File: src/rtl/wdtPkg.sv
package wdtPkg;
  localparam logic [7:0] WR_KEY = 8'h5A;
  localparam logic [7:0] RD_KEY = 8'h69;

  localparam int HOLD_B  = 7;
  localparam int EDGE_B  = 6;
  localparam int PINFN_B = 5;
  localparam int MODE_B  = 4;
  localparam int CLR_B   = 3;
  localparam int SRC_B   = 2;

  typedef struct packed {
    logic       clr;
    logic       tick;
    logic [1:0] intvSel;
  } cntCmd_t;
endpackage

File: src/rtl/wdtCounter.sv
module wdtCounter
  import wdtPkg::*;
#(
  parameter int CNT_W = 16,
  parameter int TAP0  = 15,
  parameter int TAP1  = 13,
  parameter int TAP2  = 9,
  parameter int TAP3  = 6
) (
  input  logic    clk,
  input  logic    rstN,
  input  cntCmd_t cmd,
  output logic    expire
);
  localparam int TAPW [4] = '{TAP0, TAP1, TAP2, TAP3};

  logic [CNT_W-1:0] cnt;
  logic [3:0]       lowAllOnes;

  // one carry detector per selectable period
  for (genvar i = 0; i < 4; i++) begin : gTap
    assign lowAllOnes[i] = &cnt[TAPW[i]-1:0];
  end

  assign expire = cmd.tick & lowAllOnes[cmd.intvSel];

  always_ff @(posedge clk or negedge rstN) begin
    if (!rstN)         cnt <= '0;
    else if (cmd.clr)  cnt <= '0;
    else if (cmd.tick) cnt <= cnt + CNT_W'(1);
  end

  assert_hold_count_R4: assert property (@(posedge clk) disable iff (!rstN)
    (!cmd.tick && !cmd.clr) |=> $stable(cnt));

  assert_clear_zero_R9: assert property (@(posedge clk) disable iff (!rstN)
    cmd.clr |=> (cnt == '0));
endmodule

File: src/rtl/wdtControl.sv
module wdtControl
  import wdtPkg::*;
(
  input  logic        clk,
  input  logic        rstN,
  input  logic        tickEnA,
  input  logic        tickEnB,
  input  logic        wrEn,
  input  logic [15:0] wrData,
  input  logic        flagClr,
  input  logic        irqEn,
  input  logic        expire,
  output cntCmd_t     cmd,
  output logic [7:0]  ctrlReg,
  output logic        rstPulse,
  output logic        intvFlag,
  output logic        irqOut
);
  logic keyOk;
  logic wdExpire;
  logic ivExpire;

  assign keyOk    = wrEn && (wrData[15:8] == WR_KEY);
  assign wdExpire = expire && !ctrlReg[MODE_B];
  assign ivExpire = expire && ctrlReg[MODE_B];

  always_comb begin
    cmd.clr     = (keyOk && wrData[CLR_B]) || wdExpire;
    cmd.tick    = !ctrlReg[HOLD_B] && (ctrlReg[SRC_B] ? tickEnB : tickEnA);
    cmd.intvSel = ctrlReg[1:0];
  end

  always_ff @(posedge clk or negedge rstN) begin
    if (!rstN) begin
      ctrlReg  <= '0;
      rstPulse <= 1'b0;
      intvFlag <= 1'b0;
    end else begin
      if (wdExpire)   ctrlReg <= '0;
      else if (keyOk) ctrlReg <= wrData[7:0] & ~(8'h01 << CLR_B);
      rstPulse <= (wrEn && !keyOk) || wdExpire;
      if (ivExpire)     intvFlag <= 1'b1;
      else if (flagClr) intvFlag <= 1'b0;
    end
  end

  assign irqOut = intvFlag & irqEn;

  assert_badkey_pulse_R3: assert property (@(posedge clk) disable iff (!rstN)
    (wrEn && wrData[15:8] != WR_KEY) |=> rstPulse);

  assert_badkey_keep_R3: assert property (@(posedge clk) disable iff (!rstN)
    (wrEn && wrData[15:8] != WR_KEY && !expire) |=> $stable(ctrlReg));

  assert_flag_sticky_R7: assert property (@(posedge clk) disable iff (!rstN)
    (intvFlag && !flagClr) |=> intvFlag);

  assert_wd_default_R8: assert property (@(posedge clk) disable iff (!rstN)
    (expire && !ctrlReg[MODE_B]) |=> (ctrlReg == 8'h00 && rstPulse));

  assert_clr_reads0_R2: assert property (@(posedge clk) disable iff (!rstN)
    !ctrlReg[CLR_B]);
endmodule

File: src/rtl/wdtPinIn.sv
module wdtPinIn #(
  parameter int SYNC_N = 2
) (
  input  logic clk,
  input  logic rstN,
  input  logic pinIn,
  input  logic pinFn,
  input  logic edgeSel,
  output logic nmiEvent,
  output logic pinRst
);
  logic [SYNC_N:0] shReg;
  logic lvl;
  logic prevLvl;

  always_ff @(posedge clk or negedge rstN) begin
    if (!rstN) shReg <= '1;
    else       shReg <= {shReg[SYNC_N-1:0], pinIn};
  end

  assign lvl      = shReg[SYNC_N-1];
  assign prevLvl  = shReg[SYNC_N];
  assign nmiEvent = pinFn & (edgeSel ? (prevLvl & ~lvl) : (lvl & ~prevLvl));
  assign pinRst   = ~pinFn & ~lvl;

  assert_nmi_single_R11: assert property (@(posedge clk) disable iff (!rstN)
    nmiEvent |=> (!nmiEvent || !$stable(edgeSel)));
endmodule

File: src/rtl/wdtKeyedTimer.sv
module wdtKeyedTimer
  import wdtPkg::*;
#(
  parameter int CNT_W  = 16,
  parameter int TAP0   = 15,
  parameter int TAP1   = 13,
  parameter int TAP2   = 9,
  parameter int TAP3   = 6,
  parameter int SYNC_N = 2
) (
  input  logic        clk,
  input  logic        rstN,
  input  logic        tickEnA,
  input  logic        tickEnB,
  input  logic        wrEn,
  input  logic [15:0] wrData,
  output logic [15:0] rdData,
  input  logic        flagClr,
  input  logic        irqEn,
  input  logic        pinIn,
  output logic        rstReq,
  output logic        intvFlag,
  output logic        irqOut,
  output logic        nmiEvent
);
  cntCmd_t    cmd;
  logic       expire;
  logic [7:0] ctrlReg;
  logic       rstPulse;
  logic       pinRst;

  wdtControl u_ctrl (
    .clk(clk), .rstN(rstN), .tickEnA(tickEnA), .tickEnB(tickEnB),
    .wrEn(wrEn), .wrData(wrData), .flagClr(flagClr), .irqEn(irqEn),
    .expire(expire), .cmd(cmd), .ctrlReg(ctrlReg), .rstPulse(rstPulse),
    .intvFlag(intvFlag), .irqOut(irqOut)
  );

  wdtCounter #(
    .CNT_W(CNT_W), .TAP0(TAP0), .TAP1(TAP1), .TAP2(TAP2), .TAP3(TAP3)
  ) u_cnt (
    .clk(clk), .rstN(rstN), .cmd(cmd), .expire(expire)
  );

  wdtPinIn #(.SYNC_N(SYNC_N)) u_pin (
    .clk(clk), .rstN(rstN), .pinIn(pinIn), .pinFn(ctrlReg[PINFN_B]),
    .edgeSel(ctrlReg[EDGE_B]), .nmiEvent(nmiEvent), .pinRst(pinRst)
  );

  assign rdData = {RD_KEY, ctrlReg};
  assign rstReq = rstPulse | pinRst;
endmodule

File: config.mk
export PLATFORM = sky130hd
export DESIGN_NAME = wdtKeyedTimer
export DESIGN_NICKNAME = d
export VERILOG_FILES = /design/src/rtl/wdtPkg.sv /design/src/rtl/wdtCounter.sv /design/src/rtl/wdtControl.sv /design/src/rtl/wdtPinIn.sv /design/src/rtl/wdtKeyedTimer.sv
export SDC_FILE = /design/constraint.sdc
export NUM_CORES = 1
export LEC_CHECK = 0
export BUFFER_PORTS_ARGS = -buffer_cell sky130_fd_sc_hd__buf_2
export CAP_MARGIN = 20
export CORE_UTILIZATION = 51
export CTS_CLUSTER_SIZE = 16
export DETAILED_ROUTE_END_ITERATION = 8
export GPL_TIMING_DRIVEN = 0
export PLACE_DENSITY = 0.82
export SLEW_MARGIN = 20
export SYNTH_ARGS = -nofsm -noshare
export SYNTH_HDL_FRONTEND = slang
export SYNTH_SLANG_ARGS = --single-unit
File: constraint.sdc
create_clock -name clk -period 2.4 [get_ports clk]
set_input_delay 0.48 -clock clk [delete_from_list [all_inputs] [get_ports clk]]
set_output_delay 0.48 -clock clk [all_outputs]
set_load 0.1 [all_outputs]
==> flow_summary.yaml, run 1 <==
place:
  portBuffers: 34
  hpwlAfterDp_mm: 2.62
  dpl_worst_slack_ns: -0.146
  gp_congestion: 0.889
  place_area_sq_mm: 0.00176
yosys:
  synthFlopType: "dfrtp_1"
  synth_top_family_by_area: "simple AND/OR/NAND/NOR gates"
  yosys.area_share.simple: 0.224
  synth_edf_count: 0
  syn_area_sq_mm: 0.00152
  synthArstFlopShare: 1.00
  synth_top_area_share: 0.395
  synth_top_area_cell: "dfrtp_1"
  synth.area.mux_share: 0.0667
  yosys-top-cells-area: "dfrtp_1 40%, mux2i_1 5.9%, buf_4 5.4%, dfstp_2 5.2%, xnor2_1 4.6%"
  synth_xor_area_frac: 0.0519
  ys_ff_latch: 27
  yosys_warnings: 0
  synth_fa_ha_area_frac: 0.0165
  synth-compound-area-share: 0.109
  avgSynthCellArea_sq_um: 10.2
  yosysUniqueCellTypes: 40
  ys_seq_area_frac: 0.447
  syn_inst: 149
detailed_routing:
  dr_total_vias: 1306
  drt_wl_total_mm: 3.60
  first_pass_iters: 4
  drtAntennaViolNets: 0
  drc_errors: 0
  wl_per_cell_um: 15.8
  vias_per_cell: 5.73
  drt_iter0_drc: 50
cts:
  ctsHoldBuffers: 0
  clk_latency_ns: 0.34
  cts_buffers: 3
  htree_levels: 1
  clk_path_buf_depth: 2
  clkTransAtPathRegs_ns: 0.16
  clockRootBuffer: "clkbuf_4"
  cts_sinks: 27
  cts_tree: "built"
sta:
  fin_skew_ns: 0.0221
  fmax_mhz: 438
  setup_viol: 0
  hold_viol: 0
  worst_slack_ns: 0.118
  grt_setup_unrepaired: "false"
  hold_slack_ns: 0.111
  maxSlewViolCount: 0
  fin_crit_sh: 0.951
  tightest_slew_ns: 0.593
  period_minus_slack_ns: 2.28
  slew_headroom: 0.605
finish:
  final_cell_area_sq_mm: 0.00184
  nFillCells: 234
  nets: 224
  drive_gt1_frac: 0.340
  syn2layout_area_growth_pct: 21.2
  diodes: 0
floorplanning:
  num_rows: 19
  fp.dieArea_sq_mm: 0.00320
  ioPinCount: 44
  die_h_um: 56.6
  start_util: 0.547
  core_sq_mm: 0.00278
  die_x_um: 56.6
worst_setup_path:
  cp-start-kind: "register"
  path_class: "reg2out"
  arrival_ns: 1.80
  worstPathMaxFanout: 4
  required_ns: 1.92
  cp-end-kind: "output port"
run_status:
  status: "complete, no violations"
global_routing:
  antenna_found_initial: 0
  grt_util_all_layers: 0.251
  grt_pass1_wl_mm: 6.23
  grt_pass1_vias: 1366
  grt_max_degree: 28
  grt_overflow_total: 0
power:
  power.density_mw_per_mm2: 677
  power_leakage_nw: 0.873
  total_power_mw: 1.25
  max-vdd-ir-drop_mv: 0.639
worst_hold_path:
  min-delay-path-class: "in2async"
job:
  maxCapViolations: 0
metrics by stage:
stage,util,TNS [ns],instances
floorplan,-,0,156
global placement,0.633,-0.219,221
detailed placement,0.633,-1.31,221
CTS,0.650,0,225
global route,0.662,0,228
finish,0.662,0,228
per-layer routing:
metal | GRT usage | share of wire | routed length, um
met1 | 0.311 | 0.42 | 1500
met2 | 0.434 | 0.53 | 1900
met3 | 0.0599 | 0.046 | 166
met4 | 0.0732 | 0.011 | 38
met5 | 0 | 0 | 0
worst paths after layout:
check,from,to,slack (ns),cells after the start
setup / recovery,u_pin.shReg[1]$_DFF_PN1_,nmiEvent,0.12,3
hold / removal,rstN,u_ctrl.intvFlag$_DFFE_PN0P_,0.11,1
setup reg to reg,u_cnt.cnt[0]$_DFFE_PN0P_,u_cnt.cnt[1]$_DFFE_PN0P_,0.23,6
hold reg to reg,u_pin.shReg[0]$_DFF_PN1_,u_pin.shReg[1]$_DFF_PN1_,0.37,0
max in group asynchronous,rstN,u_ctrl.ctrlReg[2]$_DFFE_PN0P_,1.85,1
min in group clk,pinIn,u_pin.shReg[0]$_DFF_PN1_,0.24,1
cells in the mapped netlist (all sizes together) (2+ instances only):
master,number
o21ai,3
dfrtp,24
and2,2
nor3,13
buf,12
ha,2
nand4,4
conb,2
a22o,2
or3,4
nand3,8
nor4,3
nor2,3
xnor2,8
mux2i,9
nor4b,3
nor4bb,2
dfstp,3
nand2,5
clkbuf,2
inv,7
a211oi,4
a21oi,10
critical path, stage by stage, from the launching register on:
cell	delay (ns)
dfstp_2	0.58
or3b_2	0.46
a21boi_2	0.14
buf_4	0.30
cell usage in the layout (no fill, tap or decap), types with 4 or more instances in the layout:
cell type | Yosys | final
buf_2 | 1 | 34
dfrtp_1 | 24 | 23
buf_4 | 11 | 15
nor3_1 | 13 | 13
a21oi_1 | 10 | 10
mux2i_1 | 9 | 9
conb_1 | 2 | 9
nand3_1 | 8 | 8
xnor2_1 | 8 | 8
inv_1 | 7 | 7
nand2_1 | 5 | 5
or3_1 | 4 | 4
a211oi_1 | 4 | 4
timing repair:
action,CTS,global route
resized for setup,3,3
setup buffers,0,3
cloned,0,0
setup endpoints to repair,11,10
flip-flops by register name, indices dropped and copies added, names as in the netlist:
signal	count
u_cnt.cnt	15
u_ctrl.ctrlReg	7
u_ctrl.intvFlag	1
u_ctrl.rstPulse	1
u_pin.shReg	3
where the power goes:
part | switching (mW) | total, mW | internal [mW]
combinational | 0.237 | 0.377 | 0.140
sequential | 0.131 | 0.666 | 0.535
clock | 0.142 | 0.205 | 0.0626
kinds of logic after synthesis:
logic type | Yosys count
other cells | 2
xor+xnor | 9
mux | 10
compound gates | 25
flops | 27
fa+ha+maj | 2
simple gates | 53
buf+inv | 21
area by class of cell:
| cell class | instances | area (sq um) | share of cell area |
|---|---|---|---|
| Timing Repair Buffer | 37 | 195 | 0.106 |
| Buffer | 14 | 96.3 | 0.0523 |
| Inverter | 7 | 26.3 | 0.0143 |
| Multi-Input combinational cell | 108 | 777 | 0.422 |
| Clock inverter | 1 | 5.00 | 0.00272 |
| Tap cell | 31 | 38.8 | 0.0211 |
| Clock buffer | 3 | 22.5 | 0.0122 |
| Sequential cell | 27 | 681 | 0.370 |
Power figures use the tool's default switching activity.
==> inputs of run 2 (changes only) <==
--- a/config.mk
+++ b/config.mk
@@ -7,11 +7,12 @@
 export LEC_CHECK = 0
 export BUFFER_PORTS_ARGS = -buffer_cell sky130_fd_sc_hd__buf_2
 export CAP_MARGIN = 20
-export CORE_UTILIZATION = 51
+export CORE_UTILIZATION = 53
 export CTS_CLUSTER_SIZE = 16
 export DETAILED_ROUTE_END_ITERATION = 8
 export GPL_TIMING_DRIVEN = 0
-export PLACE_DENSITY = 0.82
+export PLACE_DENSITY = 0.84
+export RECOVER_POWER = 50
 export SLEW_MARGIN = 20
 export SYNTH_ARGS = -nofsm -noshare
 export SYNTH_HDL_FRONTEND = slang
==> constraint.sdc (replaced) <==
create_clock -name clk -period 2.9 [get_ports clk]
set_input_delay 0.58 -clock clk [delete_from_list [all_inputs] [get_ports clk]]
set_output_delay 0.58 -clock clk [all_outputs]
set_load 0.1 [all_outputs]
==> run 2 against run 1 <==
Largest cell class unchanged. Sequential power fell by 18%. Flip-flop and latch count did not move. Register-to-register slack improved by 0.27 ns. Combinational power fell by 19%. Global-route usage fell by 2.8 points. Power fell by 19%. Critical path depth did not move. Routed wire length fell by 12%.
==> flow_summary.yaml, run 2 (same netlist as run 1, synthesis figures left out) <==
job:
  maxCapViolations: 0
sta:
  tightest_slew_ns: 1.39
  fin_crit_sh: 0.866
  setup_viol: 0
  worst_slack_ns: 0.389
  period_minus_slack_ns: 2.51
  slew_headroom: 0.0717
  fmax_mhz: 398
  fin_skew_ns: 0.00323
  hold_viol: 0
  maxSlewViolCount: 0
  tns_ns: 0
  hold_slack_ns: 0.345
  grt_setup_unrepaired: "false"
place:
  dpl_worst_slack_ns: 0.272
  place_area_sq_mm: 0.00176
  portBuffers: 34
  hpwlAfterDp_mm: 2.37
  gp_congestion: 0.883
power:
  max-vdd-ir-drop_mv: 0.396
  power_leakage_nw: 0.838
  switching_share: 0.395
  clkPwrFrac: 0.156
  p_int_mw: 0.610
  power.density_mw_per_mm2: 566
  p_sw_mw: 0.398
  p_seq_frac: 0.541
  combPwrFrac: 0.303
finish:
  mostFrequentLayoutCell: "buf_2"
  drive_gt1_frac: 0.289
  nets: 221
  syn2layout_area_growth_pct: 17.2
  reg_top3: "u_cnt.cnt: 15 flops, u_ctrl.ctrlReg: 7 flops, u_pin.shReg: 3 flops"
  largest_register_ff_count: 15
  final_cell_mix: "32 x buf_2, 24 x dfrtp_1, 13 x nor3_1"
  top_register: "u_cnt.cnt"
  diodes: 0
  final_cell_area_sq_mm: 0.00178
cts:
  cts.repair.resized: 0
  clk_latency_ns: 0.31
  ctsHoldBuffers: 0
  cts_sinks: 27
  clkTransAtPathRegs_ns: 0.14
  cts_tree: "built"
  cts_buffers: 3
  cts_setup_buffers: 0
  clk_path_buf_depth: 2
  htree_levels: 1
  clockRootBuffer: "clkbuf_4"
worst_setup_path:
  arrival_ns: 1.93
  path_class: "reg2out"
  worstPathMaxFanout: 4
  required_ns: 2.32
  cp-start-kind: "register"
  cp-end-kind: "output port"
  rr_worst_depth: 8
detailed_routing:
  met1Wirelength_mm: 1.38
  drt_wl_total_mm: 3.15
  vias_per_cell: 5.76
  met3_length_um: 160
  drc_errors: 0
  wl_per_cell_um: 14.0
  top_layer_used: "met4"
  drt_iter0_drc: 47
  dr_total_vias: 1296
  drtAntennaViolNets: 0
  dr_wl_met2_mm: 1.58
  first_pass_iters: 4
floorplanning:
  die_h_um: 55.6
  fp.dieArea_sq_mm: 0.00309
  die_x_um: 55.6
  num_rows: 19
  ioPinCount: 44
  core_sq_mm: 0.00273
  start_util: 0.556
worst_hold_path:
  hold_depth: 1
  min-delay-path-class: "in2reg"
global_routing:
  grt_pass1_wl_mm: 5.48
  grt_util_all_layers: 0.223
  grt_max_degree: 28
  antenna_found_initial: 0
  grt_pass1_vias: 1274
  grt_overflow_total: 0
run_status:
  status: "complete, no violations"
-- run 2: cell type report --
cell class | instances | area (sq um)
Fill cell | 228 | 952
Clock buffer | 4 | 26.3
Timing Repair Buffer | 34 | 166
Tap cell | 31 | 38.8
Inverter | 7 | 26.3
Multi-Input combinational cell | 108 | 749
Sequential cell | 27 | 679
Buffer | 14 | 95.1
-- run 2: final timing paths --
kind / slack [ns] / startpoint / end
max in group asynchronous: 1.54 / rstN / u_ctrl.ctrlReg[6]$_DFFE_PN0P_
min: 0.35 / pinIn / u_pin.shReg[0]$_DFF_PN1_
min reg2reg: 0.37 / u_pin.shReg[0]$_DFF_PN1_ / u_pin.shReg[1]$_DFF_PN1_
max: 0.39 / u_pin.shReg[1]$_DFF_PN1_ / nmiEvent
min in group asynchronous: 0.55 / rstN / u_cnt.cnt[14]$_DFFE_PN0P_
max reg2reg: 0.50 / u_cnt.cnt[0]$_DFFE_PN0P_ / u_cnt.cnt[1]$_DFFE_PN0P_
-- run 2: power groups by stage --
stage / Clock (mW) / Sequential [mW] / Combinational (mW)
finish: 0.157 / 0.546 / 0.305
global placement: 0 / 0.544 / 0.297
CTS: 0.165 / 0.543 / 0.308
global route: 0.179 / 0.554 / 0.333
floorplan: 0 / 0.553 / 0.228
detailed placement: 0 / 0.551 / 0.306
-- run 2: metal layers --
layer,up-vias,global-route usage
li1,620,-
met1,630,0.271
met2,44,0.411
met3,2,0.0328
met4,0,0.0571
met5,-,0
-- run 2: through the flow --
| stage | total power [mW] | instances | util |
|---|---|---|---|
| 5_1_grt | 1.07 | 225 | 0.652 |
| 3_3_place_gp | 0.841 | 221 | 0.643 |
| 3_5_place_dp | 0.857 | 221 | 0.643 |
| 2_1_floorplan | 0.782 | 156 | - |
| 4_1_cts | 1.02 | 225 | 0.653 |
| 6_report | 1.01 | 225 | 0.652 |
-- run 2: critical path, cell delays in order (launching register included) --
cell	delay (ns)
dfstp_1	0.58
or3b_2	0.46
a21boi_2	0.15
buf_2	0.43
==> inputs of run 3 (changes only) <==
--- a/config.mk
+++ b/config.mk
@@ -7,11 +7,12 @@
 export LEC_CHECK = 0
 export BUFFER_PORTS_ARGS = -buffer_cell sky130_fd_sc_hd__buf_2
 export CAP_MARGIN = 20
-export CORE_UTILIZATION = 53
+export CORE_UTILIZATION = 55
 export CTS_CLUSTER_SIZE = 16
 export DETAILED_ROUTE_END_ITERATION = 8
+export GPL_ROUTABILITY_DRIVEN = 0
 export GPL_TIMING_DRIVEN = 0
-export PLACE_DENSITY = 0.84
+export PLACE_DENSITY = 0.87
 export RECOVER_POWER = 50
 export SLEW_MARGIN = 20
 export SYNTH_ARGS = -nofsm -noshare
==> run 3 against run 2 <==
Routed wire length up 5.0%. Critical path depth unchanged. First-iteration DRC count is 6.4% lower. Hold slack lost 0.0030 ns. Non-clock buffer count stayed put. Combinational power barely moved. Power up 0.81%.
==> flow_summary.yaml, run 3 (same netlist as run 1, synthesis figures left out) <==
sta:
  grt_setup_unrepaired: "false"
  fin_crit_sh: 0.879
  hold_viol: 0
  tightest_slew_ns: 1.46
  period_minus_slack_ns: 2.55
  fmax_mhz: 392
  fin_skew_ns: 0.00626
  slew_headroom: 0.0282
  tns_ns: 0
  setup_viol: 0
  maxSlewViolCount: 0
finish:
  nets: 221
  diodes: 0
  top_register: "u_cnt.cnt"
  post-route-util: 0.700
  final_cell_area_sq_mm: 0.00178
  reg_top3: "u_cnt.cnt: 15 flops, u_ctrl.ctrlReg: 7 flops, u_pin.shReg: 3 flops"
  final_cells: 224
  final_cell_mix: "32 x buf_2, 24 x dfrtp_1, 13 x nor3_1"
  nFillCells: 203
  mostFrequentLayoutCell: "buf_2"
  largest_register_ff_count: 15
  drive_gt1_frac: 0.284
  syn2layout_area_growth_pct: 17.1
cts:
  htree_levels: 1
  cts_sinks: 27
  cts_setup_buffers: 0
  cts_tree: "built"
  clkTransAtPathRegs_ns: 0.14
  cts_buffers: 3
  clk_path_buf_depth: 2
  cts.repair.resized: 0
  clockRootBuffer: "clkbuf_4"
  clk_latency_ns: 0.33
  ctsHoldBuffers: 0
detailed_routing:
  drtAntennaViolNets: 0
  wl_per_cell_um: 14.8
  dr_total_vias: 1289
  first_pass_iters: 4
  drt_wl_total_mm: 3.31
  drc_errors: 0
  vias_per_cell: 5.75
  drt_iter0_drc: 44
power:
  power_leakage_nw: 0.837
  max-vdd-ir-drop_mv: 0.493
  power.density_mw_per_mm2: 571
worst_setup_path:
  cp-end-kind: "output port"
  path_class: "reg2out"
  worstPathMaxFanout: 4
  cp-start-kind: "register"
  arrival_ns: 1.97
  required_ns: 2.32
floorplanning:
  start_util: 0.597
  num_rows: 18
  die_x_um: 54.6
  ioPinCount: 44
  die_h_um: 54.6
  fp.dieArea_sq_mm: 0.00298
  core_sq_mm: 0.00254
run_status:
  status: "complete, no violations"
place:
  dp_cells: 220
  hpwlAfterDp_mm: 2.50
  place_area_sq_mm: 0.00176
  portBuffers: 34
job:
  maxCapViolations: 0
global_routing:
  grt_max_degree: 28
  grt_overflow_total: 0
  grt_util_all_layers: 0.252
  grt_pass1_wl_mm: 5.24
  antenna_found_initial: 0
  grt_pass1_vias: 1177
worst_hold_path:
  min-delay-path-class: "in2reg"
-- run 3: power breakdown --
part / leakage (nW) / switching (mW) / total [mW] / internal [mW]
registers: 0.341 / 0.103 / 0.545 / 0.442
clock network: 0.0150 / 0.110 / 0.164 / 0.0540
logic: 0.482 / 0.193 / 0.307 / 0.114
-- run 3: path summary, 6_finish.rpt --
path	start	endpoint	slack (ns)	cells after the start
worst max-delay path	u_pin.shReg[1]$_DFF_PN1_	nmiEvent	0.35	3
worst min-delay path	pinIn	u_pin.shReg[0]$_DFF_PN1_	0.34	1
worst max register to register	u_cnt.cnt[0]$_DFFE_PN0P_	u_cnt.cnt[1]$_DFFE_PN0P_	0.44	8
worst min register to register	u_pin.shReg[0]$_DFF_PN1_	u_pin.shReg[1]$_DFF_PN1_	0.39	0
max in group asynchronous	rstN	u_cnt.cnt[3]$_DFFE_PN0P_	1.49	1
min in group asynchronous	rstN	u_ctrl.intvFlag$_DFFE_PN0P_	0.57	1
-- run 3: worst max-delay path, cell delays in order (launching register included) --
cell      delay, ns
dfstp_1        0.61
or3b_2         0.47
a21boi_2       0.14
buf_2          0.43
-- run 3: per-layer routing --
| layer | routed length [um] | part of all wire | GRT usage | vias up |
|---|---|---|---|---|
| li1 | - | - | - | 619 |
| met1 | 1480 | 0.45 | 0.309 | 624 |
| met2 | 1640 | 0.50 | 0.445 | 38 |
| met3 | 131 | 0.040 | 0.0278 | 8 |
| met4 | 57 | 0.017 | 0.107 | 0 |
| met5 | 0 | 0 | 0 | - |
-- run 3: cell type report --
class / count / area, sq um / area share
multi-input combinational: 108 / 749 / 0.421
tap: 30 / 37.5 / 0.0211
sequential: 27 / 679 / 0.382
inverter: 7 / 26.3 / 0.0148
clock buffer: 4 / 26.3 / 0.0148
timing repair buffer: 34 / 166 / 0.0935
buffer: 14 / 95.1 / 0.0534
-- run 3: per-stage QoR --
step | setup WS, ns | power [mW] | hold slack (ns)
2_1_floorplan | 0.439 | 0.782 | 0.284
3_3_place_gp | 0.392 | 0.843 | 0.355
3_5_place_dp | 0.296 | 0.860 | 0.363
4_1_cts | 0.376 | 1.02 | 0.247
5_1_grt | 0.257 | 1.07 | 0.332
6_report | 0.350 | 1.02 | 0.342
